[src/rtl/vdm_pkg.sv]
`timescale 1ns/1ps
package vdm_pkg;

  // Per-byte decisions from lane control to lane datapath
  typedef struct packed {
    logic loadCb;      // byte is the shared Cb sample
    logic loadY0;      // byte is the first luma sample
    logic emitFirst;   // byte is Cr: first pixel complete
    logic emitSecond;  // byte is the second luma: second pixel complete
    logic startLine;   // start-of-active code accepted
    logic endLine;     // end-of-active code seen
    logic flagLoad;    // XY byte present
  } strobe_t;

endpackage

[src/rtl/vdm_ctrl.sv]
`timescale 1ns/1ps
module vdm_ctrl
  import vdm_pkg::*;
#(
  parameter int DATA_W     = 8,
  parameter int ACTIVE_PIX = 720
) (
  input  logic              clk,
  input  logic              rstN,
  input  logic [DATA_W-1:0] byteIn,
  output strobe_t           stb,
  output logic              active,
  output logic              lineErr,
  output logic              field,
  output logic              vblank
);

  localparam int CNT_W = $clog2(ACTIVE_PIX * 2 + 2);
  localparam logic [DATA_W-1:0] CODE_HI = '1;
  localparam logic [DATA_W-1:0] CODE_LO = '0;
  localparam int MARK_BIT  = DATA_W - 1;
  localparam int FIELD_BIT = DATA_W - 2;
  localparam int VBLK_BIT  = DATA_W - 3;
  localparam int END_BIT   = DATA_W - 4;
  localparam logic [CNT_W-1:0] FULL_LINE = CNT_W'(ACTIVE_PIX);

  typedef enum logic [1:0] {SCAN, GOT_HI, GOT_LO1, GOT_LO2} trc_e;

  trc_e             trcState, trcNext;
  logic [1:0]       phase;
  logic [CNT_W-1:0] pixCnt;
  logic             dataByte;

  always_comb begin
    stb      = '0;
    trcNext  = trcState;
    dataByte = 1'b0;
    case (trcState)
      SCAN: begin
        if (byteIn == CODE_HI) begin
          trcNext = GOT_HI;
        end else if (active) begin
          dataByte       = 1'b1;
          stb.loadCb     = (phase == 2'd0);
          stb.loadY0     = (phase == 2'd1);
          stb.emitFirst  = (phase == 2'd2);
          stb.emitSecond = (phase == 2'd3);
        end
      end
      GOT_HI: begin
        if (byteIn == CODE_LO)      trcNext = GOT_LO1;
        else if (byteIn != CODE_HI) trcNext = SCAN;
      end
      GOT_LO1: begin
        trcNext = (byteIn == CODE_LO) ? GOT_LO2 : SCAN;
      end
      default: begin
        trcNext = SCAN;
        if (byteIn[MARK_BIT]) begin
          stb.flagLoad  = 1'b1;
          stb.startLine = !byteIn[END_BIT] && !byteIn[VBLK_BIT];
          stb.endLine   = byteIn[END_BIT];
        end
      end
    endcase
  end

  always_ff @(posedge clk) begin
    if (!rstN) begin
      trcState <= SCAN;
      active   <= 1'b0;
      lineErr  <= 1'b0;
      field    <= 1'b0;
      vblank   <= 1'b0;
      phase    <= 2'd0;
      pixCnt   <= '0;
    end else begin
      trcState <= trcNext;
      if (stb.flagLoad) begin
        field  <= byteIn[FIELD_BIT];
        vblank <= byteIn[VBLK_BIT];
      end
      if (stb.startLine) begin
        active  <= 1'b1;
        phase   <= 2'd0;
        pixCnt  <= '0;
        lineErr <= 1'b0;
      end else if (stb.endLine) begin
        active <= 1'b0;
        if (active && pixCnt != FULL_LINE) lineErr <= 1'b1;
      end else if (dataByte) begin
        phase <= phase + 2'd1;
        if ((stb.emitFirst || stb.emitSecond) && pixCnt != '1)
          pixCnt <= pixCnt + 1'b1;
      end
    end
  end

  // the error can only be raised by an end-of-active code
  assert_err_only_at_end_R6: assert property (@(posedge clk) disable iff (!rstN)
    $rose(lineErr) |-> $past(stb.endLine));

  // a start of active video always leaves the error cleared
  assert_err_clear_at_start_R6: assert property (@(posedge clk) disable iff (!rstN)
    stb.startLine |=> !lineErr);

endmodule

[src/rtl/vdm_path.sv]
`timescale 1ns/1ps
module vdm_path
  import vdm_pkg::*;
#(
  parameter int DATA_W  = 8,
  parameter int BLACK_Y = 16,
  parameter int BLACK_C = 128
) (
  input  logic              clk,
  input  logic              rstN,
  input  logic [DATA_W-1:0] byteIn,
  input  strobe_t           stb,
  output logic              validOut,
  output logic [DATA_W-1:0] yOut,
  output logic [DATA_W-1:0] cbOut,
  output logic [DATA_W-1:0] crOut
);

  localparam logic [DATA_W-1:0] LUMA_BLK   = DATA_W'(BLACK_Y);
  localparam logic [DATA_W-1:0] CHROMA_BLK = DATA_W'(BLACK_C);

  logic [DATA_W-1:0] cbHold, y0Hold, crHold;

  always_ff @(posedge clk) begin
    if (!rstN) begin
      validOut <= 1'b0;
      yOut     <= LUMA_BLK;
      cbOut    <= CHROMA_BLK;
      crOut    <= CHROMA_BLK;
      cbHold   <= CHROMA_BLK;
      y0Hold   <= LUMA_BLK;
      crHold   <= CHROMA_BLK;
    end else begin
      validOut <= stb.emitFirst || stb.emitSecond;
      if (stb.loadCb) cbHold <= byteIn;
      if (stb.loadY0) y0Hold <= byteIn;
      if (stb.emitFirst) begin
        crHold <= byteIn;
        yOut   <= y0Hold;
        cbOut  <= cbHold;
        crOut  <= byteIn;
      end
      if (stb.emitSecond) begin
        yOut  <= byteIn;
        cbOut <= cbHold;
        crOut <= crHold;
      end
      if (stb.startLine || stb.endLine) begin
        yOut  <= LUMA_BLK;
        cbOut <= CHROMA_BLK;
        crOut <= CHROMA_BLK;
      end
    end
  end

  // line boundaries leave black level and no strobe
  assert_black_at_boundary_R4: assert property (@(posedge clk) disable iff (!rstN)
    (stb.startLine || stb.endLine) |=>
      (!validOut && yOut == LUMA_BLK && cbOut == CHROMA_BLK && crOut == CHROMA_BLK));

  // the second pixel of a pair reuses the stored chroma
  assert_pair_chroma_reuse_R3: assert property (@(posedge clk) disable iff (!rstN)
    stb.emitSecond |=> (validOut && cbOut == $past(cbHold) && crOut == $past(crHold)));

endmodule

[src/rtl/dual_edge_video_demux.sv]
`timescale 1ns/1ps
module dual_edge_video_demux
  import vdm_pkg::*;
#(
  parameter int DATA_W     = 8,
  parameter int ACTIVE_PIX = 720,
  parameter int BLACK_Y    = 16,
  parameter int BLACK_C    = 128
) (
  input  logic              clk,
  input  logic              rstN,
  input  logic [DATA_W-1:0] vidIn,
  output logic              encValid,
  output logic [DATA_W-1:0] encY,
  output logic [DATA_W-1:0] encCb,
  output logic [DATA_W-1:0] encCr,
  output logic              encField,
  output logic              encVblank,
  output logic              encLineErr,
  output logic              baseValid,
  output logic [DATA_W-1:0] baseY,
  output logic [DATA_W-1:0] baseCb,
  output logic [DATA_W-1:0] baseCr,
  output logic              baseField,
  output logic              baseVblank,
  output logic              baseLineErr
);

  localparam int LANES = 2;

  logic [DATA_W-1:0] riseCap, riseDly, fallCap, fallSync;

  // Edge capture; the rising byte waits one stage to meet the resynced falling byte
  always_ff @(posedge clk) riseCap <= vidIn;
  always_ff @(negedge clk) fallCap <= vidIn;
  always_ff @(posedge clk) begin
    riseDly  <= riseCap;
    fallSync <= fallCap;
  end

  logic [DATA_W-1:0] laneByte [LANES];
  logic              laneValid[LANES], laneActive[LANES];
  logic              laneErr  [LANES], laneField [LANES], laneVblank[LANES];
  logic [DATA_W-1:0] laneY    [LANES], laneCb    [LANES], laneCr    [LANES];

  assign laneByte[0] = riseDly;
  assign laneByte[1] = fallSync;

  for (genvar i = 0; i < LANES; i++) begin : g_lane
    strobe_t laneStb;

    vdm_ctrl #(.DATA_W(DATA_W), .ACTIVE_PIX(ACTIVE_PIX)) i_ctrl (
      .clk     (clk),
      .rstN    (rstN),
      .byteIn  (laneByte[i]),
      .stb     (laneStb),
      .active  (laneActive[i]),
      .lineErr (laneErr[i]),
      .field   (laneField[i]),
      .vblank  (laneVblank[i])
    );

    vdm_path #(.DATA_W(DATA_W), .BLACK_Y(BLACK_Y), .BLACK_C(BLACK_C)) i_path (
      .clk      (clk),
      .rstN     (rstN),
      .byteIn   (laneByte[i]),
      .stb      (laneStb),
      .validOut (laneValid[i]),
      .yOut     (laneY[i]),
      .cbOut    (laneCb[i]),
      .crOut    (laneCr[i])
    );

    // a pixel strobe only follows a cycle of active video
    assert_valid_needs_active_R5: assert property (@(posedge clk) disable iff (!rstN)
      laneValid[i] |-> $past(laneActive[i]));
  end

  assign encValid    = laneValid[0];
  assign encY        = laneY[0];
  assign encCb       = laneCb[0];
  assign encCr       = laneCr[0];
  assign encField    = laneField[0];
  assign encVblank   = laneVblank[0];
  assign encLineErr  = laneErr[0];
  assign baseValid   = laneValid[1];
  assign baseY       = laneY[1];
  assign baseCb      = laneCb[1];
  assign baseCr      = laneCr[1];
  assign baseField   = laneField[1];
  assign baseVblank  = laneVblank[1];
  assign baseLineErr = laneErr[1];

endmodule

[config.mk]
export PLATFORM = sky130hd
export DESIGN_NAME = dual_edge_video_demux
export DESIGN_NICKNAME = d
export VERILOG_FILES = /design/src/rtl/vdm_pkg.sv /design/src/rtl/vdm_ctrl.sv /design/src/rtl/vdm_path.sv /design/src/rtl/dual_edge_video_demux.sv
export SDC_FILE = /design/constraint.sdc
export NUM_CORES = 1
export LEC_CHECK = 0
export ABC_AREA = 1
export BUFFER_PORTS_ARGS = -buffer_cell sky130_fd_sc_hd__buf_2
export CAP_MARGIN = 20
export CORE_MARGIN = 2
export CORE_UTILIZATION = 55
export CTS_CLUSTER_SIZE = 14
export DETAILED_ROUTE_END_ITERATION = 10
export GPL_TIMING_DRIVEN = 0
export PLACE_DENSITY = 0.75
export SYNTH_ARGS = -nofsm -noshare
export SYNTH_HDL_FRONTEND = slang
export SYNTH_HIERARCHICAL = 1
export SYNTH_SLANG_ARGS = --single-unit
[constraint.sdc]
create_clock -name clk -period 2.5 [get_ports clk]
set_input_delay 0.125 -clock clk [delete_from_list [all_inputs] [get_ports clk]]
set_output_delay 0.125 -clock clk [all_outputs]
set_load 0.01 [all_outputs]
==> results.json, run 1 <==
{
  "rsz0062_at_grt": "false",
  "max_freq_mhz": 482.2,
  "firstDrtPassIters": 5,
  "grt_pass1_wl_um": 25430,
  "grt_max_degree": 25,
  "hp-class": "primary input to flip-flop",
  "path_cells": "nand2_1, nor2_1, nand2_1, nand3_1, nor2_1, buf_2, o21ai_0, a21oi_1",
  "finalPower_uw": 5427,
  "tns_ps": 0,
  "status": "complete, no violations",
  "hpwl_um": 10200,
  "async_flop_share_pct": 0,
  "routedWlPerCell_um": 13.07,
  "cts_inserted_buffers": 17,
  "drc": 0,
  "dieArea_mm2": 0.01352,
  "start_kind": "flip-flop",
  "clockRootBuffer": "clkbuf_16",
  "cts-htree-levels": 4,
  "io_buffers": 65,
  "ant_nets": 0,
  "leakage_uw": 0.003904,
  "overflow": 0,
  "drtIter0Drc": 490,
  "path_buf_inv": 1,
  "antenna_found_initial": 0,
  "ir_drop_mv": 0.6548,
  "yosysWarnings": 6,
  "die_h_um": 116.3,
  "synth.top_cell.area_share_pct": 48.50,
  "hold_viol_final": 0,
  "maxSlewViolCount": 0,
  "synth_edf_count": 0,
  "final_common_cell": "nand2_1",
  "cts_tree": "built",
  "required_ps": 2860,
  "setup_viol_count_final": 0,
  "syn_area_mm2": 0.006934,
  "track_usage_pct": 24.07,
  "cp.arrival_ps": 2440,
  "gp_congestion": 0.8550,
  "fill_cells": 1093,
  "slew_headroom_pct": 61.88,
  "clkSinkCount": 168,
  "dp_cells": 1129,
  "nets": 1013,
  "fin_crit_sh_pct": 82.96,
  "yosys.area.top_type": "dfxtp_1",
  "clk_path_buf_depth": 2,
  "rows": 41,
  "antennaDiodeCount": 0,
  "insertion_delay_ps": 460,
  "place_ws_ps": 546.8,
  "cellPowerDensity_mw_per_mm2": 665.6,
  "grt_pass1_vias": 5496,
  "num_vias": 5977,
  "clkTransAtPathRegs_ps": 70,
  "io_pins": 66,
  "syn_avg_cell_area_um2": 7.774,
  "syn_inst": 892,
  "totalWireLength_um": 15370,
  "core_mm2": 0.01247,
  "synth_seq_cells": 168,
  "drive_above_1_share_pct": 19.02,
  "seq_area_frac_synth_pct": 48.50,
  "fin_cells": 1176,
  "initial_utilization_pct": 55.63,
  "viasPerCell": 5.082,
  "area_delta_synth_final_pct": 17.57,
  "setup.worst_path.end_class": "flip-flop",
  "fin_crit_ps": 2074,
  "crit_type": "flip-flop to flip-flop",
  "final_core_util_pct": 65.40,
  "setup_ws_ps": 426.1,
  "clock_skew_ps": 35.23,
  "critPathSlowestCell": "nor2_1",
  "synth.distinct_cells": 38,
  "tightest_slew_ps": 569.8,
  "cpPeakStageDelay_ps": 500,
  "syn_nets": 914,
  "layout_common_cells": "nand2_1, dfxtp_1, inv_1",
  "synth.area.top_cells": "dfxtp_1, nand2_1, a21oi_1",
  "crit_family": "simple AND/OR/NAND/NOR gates",
  "die_x_um": 116.3,
  "cap_violations": 0,
  "synthFlopType": "dfxtp_1",
  "crit_path_max_fanout": 10
}
==> power breakdown <==
group / switching (uW) / leakage (uW) / internal [uW]
sequential: 31.6 / 0.00137 / 2700
clock: 1160 / 0.000337 / 1420
combinational: 75.0 / 0.00220 / 33.3
total: 1270 / 0.00390 / 4160
==> flip-flops by register name, summed over array words and instances (netlist names), 8 cells and up <==
| signal | count |
|---|---|
| g_lane.i_path/crHold | 16 |
| fallCap | 8 |
| g_lane.i_ctrl/pixCnt | 22 |
| fallSync | 8 |
| riseCap | 8 |
| g_lane.i_path/y0Hold | 16 |
| g_lane.i_path/yOut | 16 |
| riseDly | 8 |
| g_lane.i_path/crOut | 16 |
| g_lane.i_path/cbHold | 16 |
| g_lane.i_path/cbOut | 16 |
==> worst reg2reg max path: cells and delay by family, from the launching register on <==
kind | cells | cell delay (ps)
AOI/OAI and AO/OA | 2 | 230
buffers and inverters | 1 | 330
DFF | 1 | 380
and+or+nand+nor | 5 | 1070
==> cell usage after synthesis (2+ instances only) <==
library cell and count:
a21oi_1 67, a21oi_2 15, a31oi_1 2, buf_12 2
buf_2 8, buf_4 8, buf_6 9, clkbuf_2 2
dfxtp_1 168, ha_1 12, inv_1 87, inv_2 10
inv_4 2, nand2_1 228, nand2_2 19, nand2_4 5
nand3_1 63, nand3b_1 5, nand4_1 4, nor2_1 80
nor2_2 3, nor2_4 5, nor3_1 4, nor3b_1 2
nor4_1 2, o211ai_1 3, o21ai_0 57, o21ai_1 3
or2_2 2, xor2_1 7
==> what timing repair did <==
action                                  in CTS  in global routing
endpoints found under the setup margin       0                  0
endpoints found under the hold margin        8                  0
hold buffers                                 8                  0
resized for setup                            0                  0
setup buffers                                0                  0
==> cell type report <==
| cell class | instances | area [um2] | area share, % |
|---|---|---|---|
| clock buffer | 18 | 450.4 | 5.525 |
| tap | 172 | 215.2 | 2.640 |
| multi-input combinational | 595 | 2928 | 35.91 |
| clock inverter | 22 | 151.4 | 1.857 |
| buffer | 30 | 266.5 | 3.269 |
| timing repair buffer | 73 | 405.4 | 4.972 |
| inverter | 98 | 372.9 | 4.573 |
| sequential | 168 | 3363 | 41.25 |
==> logic make-up (layout without fill, tap and decap cells) <==
group,count (synthesis),in the layout,synth area share [%]
compound gates,150,150,11.91
fa+ha+maj,12,12,2.165
simple gates,425,425,27.14
flops,168,168,48.50
buf+inv,129,241,9.275
xor+xnor,8,8,1.011
==> per-layer routing <==
metal | wire length [um] | track usage, % | up-vias
met1 | 7356 | 32.23 | 2761
li1 | - | - | 3041
met2 | 7061 | 38.45 | 155
met3 | 674 | 4.878 | 20
met4 | 278 | 9.444 | 0
met5 | 0 | 0 | -
==> stage by stage <==
stage / area (um2) / hold WS (ps)
finish: 8153 / 192.6
detailed placement: 7475 / 244.3
CTS: 8153 / 177.0
global route: 8153 / 204.3
floorplan: 6934 / 152.7
global placement: 7475 / 244.3
==> path summary, 6_finish.rpt <==
path | cells past startpoint | slack, ps | endpoint | from
setup / recovery | 8 | 430 | g_lane[0].i_path/y0Hold[7] | riseDly[7]
hold / removal | 3 | 190 | g_lane[1].i_ctrl/trcState[0] | rstN
setup reg to reg | 8 | 430 | g_lane[0].i_path/y0Hold[7] | riseDly[7]
hold reg to reg | 0 | 330 | riseDly[2] | riseCap[2]
(Power assumes the default switching activity.)
==> inputs of run 2 (changes only) <==
==> constraint.sdc (replaced) <==
create_clock -name clk -period 2 [get_ports clk]
set_input_delay 0.1 -clock clk [delete_from_list [all_inputs] [get_ports clk]]
set_output_delay 0.1 -clock clk [all_outputs]
set_load 0.01 [all_outputs]
==> results.json, run 2 (synthesized netlist as in run 1, its figures left out) <==
{
  "slew_headroom_pct": 63.07,
  "ir_drop_mv": 0.8186,
  "cap_violations": 0,
  "clkTransAtPathRegs_ps": 70,
  "status": "complete, no violations",
  "gp_congestion": 0.8550,
  "clockRootBuffer": "clkbuf_16",
  "dieArea_mm2": 0.01352,
  "hpwl_um": 10200,
  "critPathSlowestCell": "dfxtp_2",
  "drc": 0,
  "track_usage_pct": 24.07,
  "final_common_cell": "nand2_1",
  "grt_max_degree": 25,
  "overflow": 0,
  "path_buf_inv": 1,
  "cts-htree-levels": 4,
  "cp.arrival_ps": 2230,
  "regMostFlops": "g_lane.i_ctrl/pixCnt",
  "die_x_um": 116.3,
  "antenna_found_initial": 0,
  "rsz0062_at_grt": "true",
  "crit_path_max_fanout": 10,
  "grt_pass1_vias": 5496,
  "antennaDiodeCount": 0,
  "routedWlPerCell_um": 13.17,
  "fill_cells": 1084,
  "hold_viol_final": 0,
  "core_mm2": 0.01247,
  "area_delta_synth_final_pct": 17.97,
  "viasPerCell": 5.111,
  "cpPeakStageDelay_ps": 360,
  "max_freq_mhz": 535.9,
  "setup_viol_count_final": 0,
  "setup.worst_path.end_class": "flip-flop",
  "path_cells": "nand2_1, nor2_1, nand2_1, nand3_1, nor2_2, buf_2, o21ai_0, a21oi_1",
  "tightest_slew_ps": 553.9,
  "dp_cells": 1129,
  "leakage_uw": 0.003903,
  "grt_pass1_wl_um": 25430,
  "io_buffers": 65,
  "crit_path_start": "riseDly[7]",
  "cellPowerDensity_mw_per_mm2": 830.4,
  "crit_family": "simple AND/OR/NAND/NOR gates",
  "timing.rr.start": "riseDly[7]",
  "fin_crit_ps": 1866,
  "die_h_um": 116.3,
  "crit_top_cell": "nand2_1",
  "ant_nets": 0,
  "io_pins": 66,
  "drtIter0Drc": 460,
  "start_kind": "flip-flop",
  "initial_utilization_pct": 55.63,
  "totalWireLength_um": 15490,
  "post_cts_buffers": 0,
  "clock_skew_ps": 35.45,
  "cts_tree": "built",
  "clkSinkCount": 168,
  "clk_path_buf_depth": 2,
  "fin_cells": 1176,
  "drive_above_1_share_pct": 20.82,
  "num_vias": 6010,
  "nets": 1013,
  "maxSlewViolCount": 0,
  "largest_register_ffs": 22,
  "r2r_slack_ps": 130,
  "fin_crit_sh_pct": 93.30,
  "rows": 41,
  "firstDrtPassIters": 5,
  "insertion_delay_ps": 460,
  "required_ps": 2360,
  "crit_type": "flip-flop to flip-flop",
  "cts_inserted_buffers": 17,
  "hp-class": "primary input to flip-flop",
  "tns_ps": 0,
  "layout_common_cells": "nand2_1, dfxtp_1, inv_1",
  "holdCritStartpoint": "rstN"
}
[run 2: cell count changes in the layout (fill, tap and decap cells not counted)]
cell / change
nor2_1: -4
dfxtp_2: +14
dfxtp_1: -14
nor2_2: +4
[run 2: timing repair]
item / CTS / global route
resized for setup: 0 / 18
setup endpoints to repair: 0 / 30
endpoints found under the hold margin: 8 / 0
hold buffers: 8 / 0
[run 2: stage by stage]
| step | utilization (%) | setup slack (ps) | cell area [um2] | hold WS, ps | total power, uW |
|---|---|---|---|---|---|
| after floorplan | - | 426.5 | 6934 | 127.7 | 3579 |
| after global placement | 59.96 | 62.00 | 7475 | 219.3 | 3640 |
| after detailed placement | 59.96 | 46.77 | 7475 | 219.3 | 3641 |
| after CTS | 65.40 | 6.908 | 8153 | 152.0 | 6842 |
| after global routing | 65.62 | -46.26 | 8180 | 174.6 | 7045 |
| final | 65.62 | 134.0 | 8180 | 175.5 | 6793 |
[run 2: worst paths after layout]
| path | end | cells after the start |
|---|---|---|
| setup / recovery | g_lane[0].i_path/y0Hold[7] | 8 |
| hold / removal | g_lane[1].i_ctrl/trcState[0] | 3 |
| setup reg to reg | g_lane[0].i_path/y0Hold[7] | 8 |
| hold reg to reg | riseDly[5] | 0 |
[run 2: where the power goes]
part           internal, uW  switching [uW]
registers              3380            39.9
clock network          1780            1450
logic                  41.8            93.8
[run 2: worst reg2reg max path: cells and delay by family (launching register included)]
family                 cells  cell delay (ps)
AOI/OAI and AO/OA          2              230
and+or+nand+nor            5              920
buffers and inverters      1              300
DFF                        1              360
[run 2: area by class of cell]
| cell class | count | area [um2] | share of cell area, % |
|---|---|---|---|
| Buffer | 30 | 266.5 | 3.258 |
| Multi-Input combinational cell | 595 | 2938 | 35.91 |
| Inverter | 98 | 372.9 | 4.558 |
| Clock inverter | 22 | 151.4 | 1.851 |
| Tap cell | 172 | 215.2 | 2.631 |
| Sequential cell | 168 | 3381 | 41.33 |
| Timing Repair Buffer | 73 | 405.4 | 4.956 |
| Clock buffer | 18 | 450.4 | 5.506 |
[run 2: per-layer routing]
| metal | wire, um | track usage [%] | part of all wire (%) |
|---|---|---|---|
| met1 | 7308 | 32.23 | 47 |
| met2 | 7179 | 38.45 | 46 |
| met4 | 293 | 9.444 | 1.9 |
| met5 | 0 | 0 | 0 |
| met3 | 711 | 4.878 | 4.6 |
==> inputs of run 3 (changes only) <==
--- a/config.mk
+++ b/config.mk
@@ -9,11 +9,10 @@
 export BUFFER_PORTS_ARGS = -buffer_cell sky130_fd_sc_hd__buf_2
 export CAP_MARGIN = 20
 export CORE_MARGIN = 2
-export CORE_UTILIZATION = 55
+export CORE_UTILIZATION = 45
 export CTS_CLUSTER_SIZE = 14
 export DETAILED_ROUTE_END_ITERATION = 10
 export GPL_TIMING_DRIVEN = 0
-export PLACE_DENSITY = 0.75
 export SYNTH_ARGS = -nofsm -noshare
 export SYNTH_HDL_FRONTEND = slang
 export SYNTH_HIERARCHICAL = 1
==> results.json, run 3 (synthesized netlist as in run 1, its figures left out) <==
{
  "largest_register_ffs": 22,
  "fin_crit_ps": 1816,
  "status": "complete, no violations",
  "r2r_cells": 11,
  "insertion_delay_ps": 460,
  "clk_path_buf_depth": 2,
  "leakage_uw": 0.003927,
  "antennaDiodeCount": 0,
  "ir_drop_mv": 0.7728,
  "firstDrtPassIters": 5,
  "hpwl_um": 10790,
  "initial_utilization_pct": 45.78,
  "final_common_cell": "nand2_1",
  "cts_tree": "built",
  "nets": 1013,
  "drc": 0,
  "cts-htree-levels": 4,
  "viasPerCell": 4.940,
  "clockPowerShare_pct": 49.3,
  "grt_max_degree": 25,
  "post_cts_buffers": 0,
  "cp.arrival_ps": 2140,
  "fill_cells": 1492,
  "antenna_found_initial": 0,
  "tightest_slew_ps": 536.6,
  "cellPowerDensity_mw_per_mm2": 848.4,
  "crit_type": "flip-flop to flip-flop",
  "start_kind": "flip-flop",
  "drive_above_1_share_pct": 20.92,
  "combPwrFrac_pct": 1.9,
  "worstHoldPathCells": 3,
  "gp_congestion": 0.7852,
  "dieArea_mm2": 0.01642,
  "setup_viol_count_final": 0,
  "io_pins": 66,
  "seqPwrFrac_pct": 48.7,
  "p_sw_uw": 1568,
  "die_h_um": 128.1,
  "drtIter0Drc": 292,
  "clock_skew_ps": 38.31,
  "area_delta_synth_final_pct": 19.38,
  "maxSlewViolCount": 0,
  "hold_viol_final": 0,
  "tns_ps": 0,
  "fin_cells": 1192,
  "fin_hold_ws_ps": 178.1,
  "p_int_uw": 5454,
  "rows": 45,
  "grt_pass1_wl_um": 26230,
  "overflow": 0,
  "dp_cells": 1145,
  "max_freq_mhz": 550.5,
  "clkSinkCount": 168,
  "slew_headroom_pct": 63.90,
  "fin_crit_sh_pct": 90.82,
  "crit_path_max_fanout": 10,
  "grt_pass1_vias": 5309,
  "io_buffers": 65,
  "switching_share_pct": 22.33,
  "clockRootBuffer": "clkbuf_16",
  "track_usage_pct": 20.10,
  "die_x_um": 128.1,
  "hp-class": "primary input to flip-flop",
  "regMostFlops": "g_lane.i_ctrl/pixCnt",
  "routedWlPerCell_um": 13.27,
  "ant_nets": 0,
  "cts_inserted_buffers": 17,
  "required_ps": 2320,
  "clkTransAtPathRegs_ps": 70,
  "num_vias": 5889,
  "layout_common_cells": "nand2_1, dfxtp_1, inv_1",
  "totalWireLength_um": 15820,
  "cap_violations": 0,
  "setup.worst_path.end_class": "flip-flop",
  "core_mm2": 0.01515
}
-- run 3: worst max-delay path, stage by stage, from the launching register on --
cell and delay [ps]:
dfxtp_1 450, nand2_1 110, nor2_1 90, nand2_1 110
nand3_1 130, inv_1 60, buf_6 140, nor2_4 110
inv_1 130, buf_6 180, o21ai_0 160, nor2_1 50
-- run 3: what timing repair did --
| action | 4_1_cts | 5_1_grt |
|---|---|---|
| cloned | 0 | 0 |
| endpoints found under the setup margin | 2 | 52 |
| hold buffers | 8 | 0 |
| endpoints found under the hold margin | 8 | 0 |
| gates resized for setup | 0 | 26 |
-- run 3: final cells by class --
cell class	count	area, um2	area share [%]
plain buffers	30	266.5	3.219
clock buffers	20	479.2	5.789
multi-input cells	595	2965	35.82
flip-flops and latches	168	3386	40.90
clock inverters	20	167.7	2.025
well taps	188	235.2	2.842
repair buffers	73	405.4	4.897
inverters	98	372.9	4.504
-- run 3: through the flow --
step	area [um2]	setup slack [ps]	power, uW	util, %
final	8278	183.6	7023	54.66
after global routing	8278	-3.038	7289	54.66
after CTS	8218	-31.44	7099	54.26
after detailed placement	7495	7.329	3646	49.48
after global placement	7495	37.19	3646	49.48
after floorplan	6934	426.5	3579	-
-- run 3: routing by layer --
layer / vias up / GRT usage, % / wire length (um)
li1: 3045 / - / -
met1: 2710 / 28.50 / 7979
met2: 116 / 29.92 / 6964
met3: 18 / 5.217 / 655
met4: 0 / 6.464 / 221
met5: - / 0 / 0
-- run 3: power groups by stage --
stage	clock, uW	sequential (uW)	combinational (uW)
floorplan	27.8	3470	76.3
global placement	27.8	3490	123
detailed placement	27.8	3500	123
CTS	3540	3420	135
global route	3710	3430	153
finish	3460	3420	136
-- run 3: path summary, 6_finish.rpt --
path / from / endpoint / slack [ps]
worst max-delay path: fallSync[0] / g_lane[1].i_path/yOut[5] / 180
worst max register to register: fallSync[0] / g_lane[1].i_path/yOut[5] / 180
worst min register to register: riseCap[7] / riseDly[7] / 330
worst min-delay path: rstN / g_lane[1].i_ctrl/trcState[0] / 180
